### src/rtl/kps_pkg.sv
package kps_pkg;

  typedef enum logic [1:0] {
    ST_SCAN = 2'd0,
    ST_QUAL = 2'd1,
    ST_HOLD = 2'd2
  } kps_state_e;

endpackage

### src/rtl/kps_row_front.sv
module kps_row_front #(
  parameter int NUM_ROWS    = 4,
  parameter int SYNC_STAGES = 2,
  localparam int ROW_W      = (NUM_ROWS > 1) ? $clog2(NUM_ROWS) : 1
) (
  input  logic                clk,
  input  logic                rst_n,
  input  logic [NUM_ROWS-1:0] row_n_i,
  output logic                zdet_o,
  output logic [ROW_W-1:0]    row_code_o
);

  logic [NUM_ROWS-1:0] stage_q [SYNC_STAGES];

  generate
    for (genvar s = 0; s < SYNC_STAGES; s++) begin : g_sync
      if (s == 0) begin : g_first
        always_ff @(posedge clk or negedge rst_n) begin
          if (!rst_n) stage_q[0] <= '1;
          else        stage_q[0] <= row_n_i;
        end
      end else begin : g_rest
        always_ff @(posedge clk or negedge rst_n) begin
          if (!rst_n) stage_q[s] <= '1;
          else        stage_q[s] <= stage_q[s-1];
        end
      end
    end
  endgenerate

  logic [NUM_ROWS-1:0] rows_n;
  assign rows_n = stage_q[SYNC_STAGES-1];
  assign zdet_o = ~(&rows_n);

  // lowest-numbered low row wins: scan from the top, last hit overrides
  always_comb begin
    row_code_o = '0;
    for (int i = NUM_ROWS - 1; i >= 0; i--) begin
      if (!rows_n[i]) row_code_o = ROW_W'(i);
    end
  end

endmodule

### src/rtl/kps_col_scanner.sv
module kps_col_scanner #(
  parameter int NUM_COLS    = 4,
  parameter int SYNC_STAGES = 2,
  localparam int COL_W      = (NUM_COLS > 1) ? $clog2(NUM_COLS) : 1
) (
  input  logic                clk,
  input  logic                rst_n,
  input  logic                scan_en_i,
  input  logic                rewind_i,
  output logic [NUM_COLS-1:0] col_n_o,
  output logic [COL_W-1:0]    col_idx_o
);

  logic [COL_W-1:0] col_q, col_d;
  logic [COL_W-1:0] hist_q [SYNC_STAGES];

  always_comb begin
    col_d = col_q;
    if (rewind_i) begin
      col_d = hist_q[SYNC_STAGES-1];
    end else if (scan_en_i) begin
      col_d = (col_q == COL_W'(NUM_COLS - 1)) ? '0 : col_q + 1'b1;
    end
  end

  always_ff @(posedge clk or negedge rst_n) begin
    if (!rst_n) col_q <= '0;
    else        col_q <= col_d;
  end

  // record of the columns driven over the last SYNC_STAGES cycles
  generate
    for (genvar h = 0; h < SYNC_STAGES; h++) begin : g_hist
      if (h == 0) begin : g_head
        always_ff @(posedge clk or negedge rst_n) begin
          if (!rst_n) hist_q[0] <= '0;
          else        hist_q[0] <= col_q;
        end
      end else begin : g_tail
        always_ff @(posedge clk or negedge rst_n) begin
          if (!rst_n) hist_q[h] <= '0;
          else        hist_q[h] <= hist_q[h-1];
        end
      end
    end
  endgenerate

  assign col_n_o   = ~(NUM_COLS'(1) << col_q);
  assign col_idx_o = col_q;

endmodule

### src/rtl/kps_ctrl.sv
module kps_ctrl
  import kps_pkg::*;
#(
  parameter int QUAL_CYCLES = 10,
  localparam int CNT_W      = (QUAL_CYCLES > 1) ? $clog2(QUAL_CYCLES) : 1
) (
  input  logic clk,
  input  logic rst_n,
  input  logic zdet_i,
  output logic scan_en_o,
  output logic rewind_o,
  output logic load_o,
  output logic valid_o
);

  kps_state_e       state_q, state_d;
  logic [CNT_W-1:0] cnt_q, cnt_d;
  logic             cnt_last;

  assign cnt_last = (cnt_q == CNT_W'(QUAL_CYCLES - 1));

  always_comb begin
    state_d = state_q;
    cnt_d   = cnt_q;
    unique case (state_q)
      ST_SCAN: begin
        if (zdet_i) begin
          state_d = ST_QUAL;
          cnt_d   = '0;
        end
      end
      ST_QUAL: begin
        if (cnt_last) begin
          state_d = zdet_i ? ST_HOLD : ST_SCAN;
          cnt_d   = '0;
        end else begin
          cnt_d = cnt_q + 1'b1;
        end
      end
      ST_HOLD: begin
        if (!zdet_i) state_d = ST_SCAN;
      end
      default: state_d = ST_SCAN;
    endcase
  end

  always_ff @(posedge clk or negedge rst_n) begin
    if (!rst_n) begin
      state_q <= ST_SCAN;
      cnt_q   <= '0;
    end else begin
      state_q <= state_d;
      cnt_q   <= cnt_d;
    end
  end

  assign scan_en_o = (state_q == ST_SCAN) && !zdet_i;
  assign rewind_o  = (state_q == ST_SCAN) && zdet_i;
  assign load_o    = zdet_i && (((state_q == ST_QUAL) && cnt_last) ||
                                (state_q == ST_HOLD));
  assign valid_o   = (state_q == ST_HOLD);

endmodule

### src/rtl/kps_key_latch.sv
module kps_key_latch #(
  parameter int NUM_COLS = 4,
  parameter int ROW_W    = 2,
  parameter int COL_W    = 2,
  parameter int KEY_W    = 4
) (
  input  logic             clk,
  input  logic             rst_n,
  input  logic             load_i,
  input  logic [ROW_W-1:0] row_code_i,
  input  logic [COL_W-1:0] col_code_i,
  output logic [KEY_W-1:0] key_code_o
);

  logic [KEY_W-1:0] key_q, key_d;

  always_comb begin
    key_d = key_q;
    if (load_i) begin
      key_d = KEY_W'(row_code_i) * KEY_W'(NUM_COLS) + KEY_W'(col_code_i);
    end
  end

  always_ff @(posedge clk or negedge rst_n) begin
    if (!rst_n) key_q <= '0;
    else        key_q <= key_d;
  end

  assign key_code_o = key_q;

endmodule

### src/rtl/keypad_scan_top.sv
module keypad_scan_top #(
  parameter int NUM_ROWS    = 4,
  parameter int NUM_COLS    = 4,
  parameter int SYNC_STAGES = 2,
  parameter int QUAL_CYCLES = 10,
  localparam int ROW_W      = (NUM_ROWS > 1) ? $clog2(NUM_ROWS) : 1,
  localparam int COL_W      = (NUM_COLS > 1) ? $clog2(NUM_COLS) : 1,
  localparam int KEY_W      = $clog2(NUM_ROWS * NUM_COLS)
) (
  input  logic                clk,
  input  logic                rst_n,
  input  logic [NUM_ROWS-1:0] row_n_i,
  output logic [NUM_COLS-1:0] col_n_o,
  output logic [KEY_W-1:0]    key_code_o,
  output logic                key_valid_o
);

  logic             zdet;
  logic [ROW_W-1:0] row_code;
  logic [COL_W-1:0] col_idx;
  logic             scan_en;
  logic             rewind;
  logic             load;

  kps_row_front #(
    .NUM_ROWS    (NUM_ROWS),
    .SYNC_STAGES (SYNC_STAGES)
  ) u_rows (
    .clk        (clk),
    .rst_n      (rst_n),
    .row_n_i    (row_n_i),
    .zdet_o     (zdet),
    .row_code_o (row_code)
  );

  kps_col_scanner #(
    .NUM_COLS    (NUM_COLS),
    .SYNC_STAGES (SYNC_STAGES)
  ) u_cols (
    .clk       (clk),
    .rst_n     (rst_n),
    .scan_en_i (scan_en),
    .rewind_i  (rewind),
    .col_n_o   (col_n_o),
    .col_idx_o (col_idx)
  );

  kps_ctrl #(
    .QUAL_CYCLES (QUAL_CYCLES)
  ) u_ctrl (
    .clk       (clk),
    .rst_n     (rst_n),
    .zdet_i    (zdet),
    .scan_en_o (scan_en),
    .rewind_o  (rewind),
    .load_o    (load),
    .valid_o   (key_valid_o)
  );

  kps_key_latch #(
    .NUM_COLS (NUM_COLS),
    .ROW_W    (ROW_W),
    .COL_W    (COL_W),
    .KEY_W    (KEY_W)
  ) u_latch (
    .clk        (clk),
    .rst_n      (rst_n),
    .load_i     (load),
    .row_code_i (row_code),
    .col_code_i (col_idx),
    .key_code_o (key_code_o)
  );

endmodule

### config.mk
export PLATFORM = sky130hd
export DESIGN_NAME = keypad_scan_top
export DESIGN_NICKNAME = d
export VERILOG_FILES = /design/src/rtl/kps_pkg.sv /design/src/rtl/kps_row_front.sv /design/src/rtl/kps_col_scanner.sv /design/src/rtl/kps_ctrl.sv /design/src/rtl/kps_key_latch.sv /design/src/rtl/keypad_scan_top.sv
export SDC_FILE = /design/constraint.sdc
export NUM_CORES = 1
export LEC_CHECK = 0
export ABC_CLOCK_PERIOD_IN_PS = 1650
export CORE_ASPECT_RATIO = 1.4
export CORE_MARGIN = 2
export CORE_UTILIZATION = 40
export CTS_BUF_LIST = sky130_fd_sc_hd__clkbuf_8
export DETAILED_ROUTE_END_ITERATION = 8
export GPL_ROUTABILITY_DRIVEN = 0
export HOLD_SLACK_MARGIN = 0.03
export PLACE_DENSITY = 0.76
export SLEW_MARGIN = 10
export SYNTH_ARGS = -nofsm -noshare
export SYNTH_HDL_FRONTEND = slang
export SYNTH_SLANG_ARGS = --single-unit
### constraint.sdc
create_clock -name clk -period 1.65 [get_ports clk]
set_clock_uncertainty 0.2 [all_clocks]
set_input_delay 0.165 -clock clk [delete_from_list [all_inputs] [get_ports clk]]
set_output_delay 0.165 -clock clk [all_outputs]
set_load 0.01 [all_outputs]
# Word-level counts from Yosys, hierarchy flattened
# Index checks and enable logic that the tools add are counted.
[word_totals]
ff_bits = 24
inputBits = 6
output_inout_bits = 9
wordCells = 47
[classes]
n_addsub = 3
n_eq_ne = 7
n_shift = 1
mux = 15
bitwise_logic = 2
n_reduce_logical = 11
[ops]
columns = ["operator", "count"]
rows = [
  ["$mux W2", 11],
  ["$mux W4", 2],
  ["$pmux W4 S2", 1],
  ["$pmux W2 S3", 1],
  ["$add A4 B1 Y4 const B", 1],
  ["$add A4 B2 Y4", 1],
  ["$eq A2 B2 Y1 const B", 2],
  ["$eq A4 B4 Y1 const B", 1],
  ["$logic_and A1 B1 Y1", 4],
  ["$ne A2 B1 Y1 const B", 2],
  ["$not A4 Y4", 1],
  ["$reduce_and A4 Y1", 1],
  ["$reduce_bool A2 Y1", 2],
  ["$shl A1 B2 Y4 const A", 1],
  ["$reduce_and A3 Y1", 1],
  ["$add A2 B1 Y2 const B", 1],
  ["$eq A2 B1 Y1 const B", 1],
  ["$logic_not A2 Y1", 1],
  ["$ne A2 B2 Y1 const B", 1],
  ["$reduce_and A2 Y1", 1],
  ["$logic_or A1 B1 Y1", 1],
  ["$not A1 Y1", 1],
]

# Longest topological paths before layout
[logic_depth]
depth_word = 5
ltp_mapped = 5
depth_no_buf = 5

# Cells and area by module
# From an unflattened synthesis, not the netlist that was laid out.
[unflattened]
cells_unflattened = 77
hier_area_um2 = 991.0
[by_module_without_submodules]
columns = ["mod", "n_inst", "cells_each", "area_each_um2", "seq_area_each_um2"]
rows = [
  ["kps_ctrl", 1, 33, 331.6, 150.1],
  ["kps_col_scanner", 1, 23, 275.3, 150.1],
  ["kps_row_front", 1, 13, 239.0, 210.2],
  ["kps_key_latch", 1, 8, 145.1, 100.1],
]

# Least setup slack after synthesis
# OpenSTA, ideal clock, no wires.
[synth_timing]
kind = "register to register"
startpoint = "reg u_ctrl.cnt_q[0]"
endpoint = "reg u_latch.key_q[0], in the netlist u_latch.key_code_o[0]"
setup_time_ns = 0.125
arrival_ns = 1.363
required_time_ns = 1.325
setup_slack_ns = -0.039
stages_incl_launch_ff = 5
n_path_buf = 0
period_less_slack_ns = 1.689
cell_sequence = "dfrtp_1 ha_1 and4bb_4 o211a_4 mux2_4"
[synth_via]
elab_chain_cells = 4
[synth_rtl]
columns = ["element", "line_no", "source"]
rows = [
  ["start, declared", "kps_ctrl.sv:17", "logic [CNT_W-1:0] cnt_q, cnt_d;"],
  ["start signal, assigned", "kps_ctrl.sv:53", "cnt_q <= cnt_d;"],
  ["$eq A4 B4 Y1", "kps_ctrl.sv:20", "assign cnt_last = (cnt_q == CNT_W'(QUAL_CYCLES - 1));"],
  ["$logic_and A1 B1 Y1", "kps_ctrl.sv:59", "assign load_o = zdet_i && (((state_q == ST_QUAL) && cnt_last) ||"],
  ["$logic_or A1 B1 Y1", "kps_ctrl.sv:59", ""],
  ["$logic_and A1 B1 Y1", "kps_ctrl.sv:59", ""],
  ["end signal, assigned", "kps_key_latch.sv:26", "else key_q <= key_d;"],
  ["end, declared", "kps_key_latch.sv:15", "logic [KEY_W-1:0] key_q, key_d;"],
]
# Every way passes these cells.
# A chain may end at the register's enable or synchronous reset.

# Worst setup path after layout
[layout_timing]
startpoint = "reg u_ctrl.cnt_q[1]"
endpoint = "reg u_latch.key_q[0], in the netlist u_latch.key_code_o[0]"
# The elaborated chain is that of the path after synthesis.

==> impl_metrics.env <==
export IMPL_status="complete, but fails checks"
export IMPL_violations="negative setup slack"
export IMPL_synthTopCellsByArea="dfrtp_1, dfstp_2, ha_1, inv_1, mux2_4"
export IMPL_clk_path_buf_depth=2
export IMPL_yosysMostFrequentCell="dfrtp_1"
export IMPL_fin_crit_sh=1.01
export IMPL_start_kind="register"
export IMPL_synth_largest_area_cell="dfrtp_1"
export IMPL_crit_required_ns=1.60
export IMPL_met2_usage=0.280
export IMPL_finalWorstSetupSlack_ns=-0.0102
export IMPL_ant_nets=0
export IMPL_ys_async_sr_fraction=1.00
export IMPL_fin_util=0.560
export IMPL_seqCellArea_um2=611
export IMPL_grt_max_degree=25
export IMPL_synth_net_count=100
export IMPL_fillCellCount=236
export IMPL_antennaDiodeCount=0
export IMPL_avgViaCountPerCell=4.79
export IMPL_core_area_um2=2590
export IMPL_synth_top_cell_area_share=0.374
export IMPL_synth_warnings=0
export IMPL_cpPeakStageDelay_ns=0.38
export IMPL_ys_seq_area_frac=0.571
export IMPL_max_clock_freq_ghz=0.602
export IMPL_cts_sinks=24
export IMPL_ctsHtreeMaxLevel=1
export IMPL_worstHoldPathType="input port to async pin"
export IMPL_drv_slew=0
export IMPL_die_x_um=47.7
export IMPL_cts_root_buf="clkbuf_8"
export IMPL_synthesis_area_um2=1070
export IMPL_synth_edf_count=0
export IMPL_avgSynthCellArea_um2=12.2
export IMPL_synth_seq_cells=24
export IMPL_worst_path_buf_inv=1
export IMPL_crit_type="register to register"
export IMPL_power_density_nw_per_um2=1660
export IMPL_final_hold_viol_count=0
export IMPL_cts_tree="done"
export IMPL_port_buffers=14
export IMPL_cp_arrival_ns=1.61
export IMPL_syn2layout_area_growth_pct=35.6
export IMPL_nets=137
export IMPL_drive_above_1_share=0.387
export IMPL_rsz0062_at_grt="yes"
export IMPL_vias=767
export IMPL_crit_path_end_kind="register"
export IMPL_vdd_drop_max_mv=0.936
export IMPL_netlist_instances=88
export IMPL_antenna_found_initial=0
export IMPL_dp_hpwl_um=1440
export IMPL_grt_use_total=0.153
export IMPL_drt_iter0_drc=5
export IMPL_worstMarginPinSlew_ns=0.296
export IMPL_wl_per_cell_um=12.0
export IMPL_io_pins=15
export IMPL_synth_top_cells_by_count="dfrtp_1, inv_1, dfstp_2, nor2_1, ha_1"
export IMPL_ys_flop_type="dfrtp_1"
export IMPL_dieArea_um2=3110
export IMPL_crit_family="flip-flops"
export IMPL_finalSetupViolCount=2
export IMPL_cellLeakagePower_nw=0.665
export IMPL_slew_headroom=0.802
export IMPL_finalPower_w=0.00240
export IMPL_overflow=0
export IMPL_drv_cap=0
export IMPL_dieHeight_um=65.2
export IMPL_initial_core_util=0.413
export IMPL_place_area_um2=1350
export IMPL_drtPass1Iterations=2
export IMPL_cts_made_buffers=3
export IMPL_multi_input_area_um2=419
export IMPL_use_met1=0.168
export IMPL_route_detailed_drc=0
export IMPL_ys_types=34
export IMPL_grt_busiest_layer="met2"
export IMPL_critPathSlowestCell="dfrtp_1"
export IMPL_grt_pass1_vias=796
export IMPL_clkTransAtPathRegs_ns=0.08
export IMPL_timing_hold_ws_ns=0.0556
export IMPL_grt_use_met3=0.0247
export IMPL_grt_pass1_wl_um=3430
export IMPL_finalInstanceArea_um2=1450
export IMPL_critPathMaxFanout=3
export IMPL_clk_latency_ns=0.26
export IMPL_std_cell_rows=22
export IMPL_drt_wl_total_um=1930
export IMPL_fin_tns_setup_ns=-0.0194
export IMPL_fin_crit_ns=1.66
export IMPL_crit_chain="inv_1 > ha_2 > and4bb_4 > o211a_4 > mux2_4"
power breakdown:
part | internal (W) | total, W | switching, W
Combinational | 0.000654 | 0.00113 | 0.000476
Sequential | 0.000778 | 0.000890 | 0.000112
Clock | 0.000212 | 0.000385 | 0.000172
flip-flops by register name (all words and copies together), names as in the netlist:
name                cells
u_ctrl.cnt_q            4
u_latch.key_code_o      4
u_cols.hist_q           4
u_rows.stage_q          4
u_ctrl.state_q          2
u_rows.rows_n           4
u_cols.col_idx_o        2
layer usage:
metal / vias to the layer above / wire, um / share of wire
met2: 9 / 1150 / 0.60
met3: 2 / 39 / 0.020
met5: - / 0 / 0
li1: 368 / - / -
met4: 0 / 12 / 0.0062
met1: 388 / 723 / 0.38
repair_timing:
action                     4_1_cts  5_1_grt
pin swaps                        0        2
hold buffers                     0        0
setup endpoints to repair        7        7
resized for setup               12        6
setup buffers                    6        1
placed cells by master (no fill, tap or decap), types with 2 or more instances in the layout:
cell and n:
a21oi_1 3, a31oi_1 2, buf_4 19, buf_6 2
clkbuf_2 2, clkbuf_8 4, clkdlybuf4s50_1 9, dfrtp_1 16
dfstp_2 8, dlygate4sd2_1 2, ha_1 4, ha_2 2
inv_1 7, inv_2 2, mux2_4 2, mux2i_1 2
nand2_1 3, nand2b_1 3, nor2_1 8, nor2b_2 2
o2bb2ai_1 2
final cells by class:
class	count	area share
Sequential cell	24	0.421
Multi-Input combinational cell	52	0.289
Timing Repair Buffer	34	0.195
Clock buffer	4	0.0380
Tap cell	36	0.0311
Inverter	10	0.0259
per-stage QoR:
stage	setup slack, ns	instances
after detailed placement	-0.0296	149
after CTS	-0.0254	159
after global routing	-0.0641	160
after floorplan	-0.00894	88
final	-0.0102	160
after global placement	0.0180	149
worst register-to-register path, cell delays in order, from the launching register on:
cell and delay [ns]:
dfrtp_1 0.38, inv_1 0.06, ha_2 0.17, and4bb_4 0.25, o211a_4 0.18, mux2_4 0.30
path summary, 6_finish.rpt:
| path | startpoint | to | slack [ns] | cells after the start |
|---|---|---|---|---|
| worst min register to register | u_rows.stage_q[4]$_DFF_PN1_ | u_rows.rows_n[0]$_DFF_PN1_ | 0.16 | 0 |
| max in group asynchronous | rst_n | u_rows.rows_n[1]$_DFF_PN1_ | 0.91 | 2 |
| min in group clk | row_n_i[2] | u_rows.stage_q[6]$_DFF_PN1_ | 0.11 | 1 |
| worst max-delay path | u_ctrl.cnt_q[1]$_DFFE_PN0P_ | u_latch.key_code_o[0]$_DFFE_PN0P_ | -0.01 | 5 |
| worst min-delay path | rst_n | u_ctrl.state_q[1]$_DFFE_PN0P_ | 0.06 | 2 |
| worst max register to register | u_ctrl.cnt_q[1]$_DFFE_PN0P_ | u_latch.key_code_o[0]$_DFFE_PN0P_ | -0.01 | 5 |
cell families after synthesis:
group	synth area share
AND/OR/NAND/NOR	0.143
multiplexers	0.0573
AO/OA/AOI/OAI	0.115
adder cells (fa/ha/maj)	0.0702
flip-flops	0.571
buffers and inverters	0.0444
(Power assumes the default switching activity.)
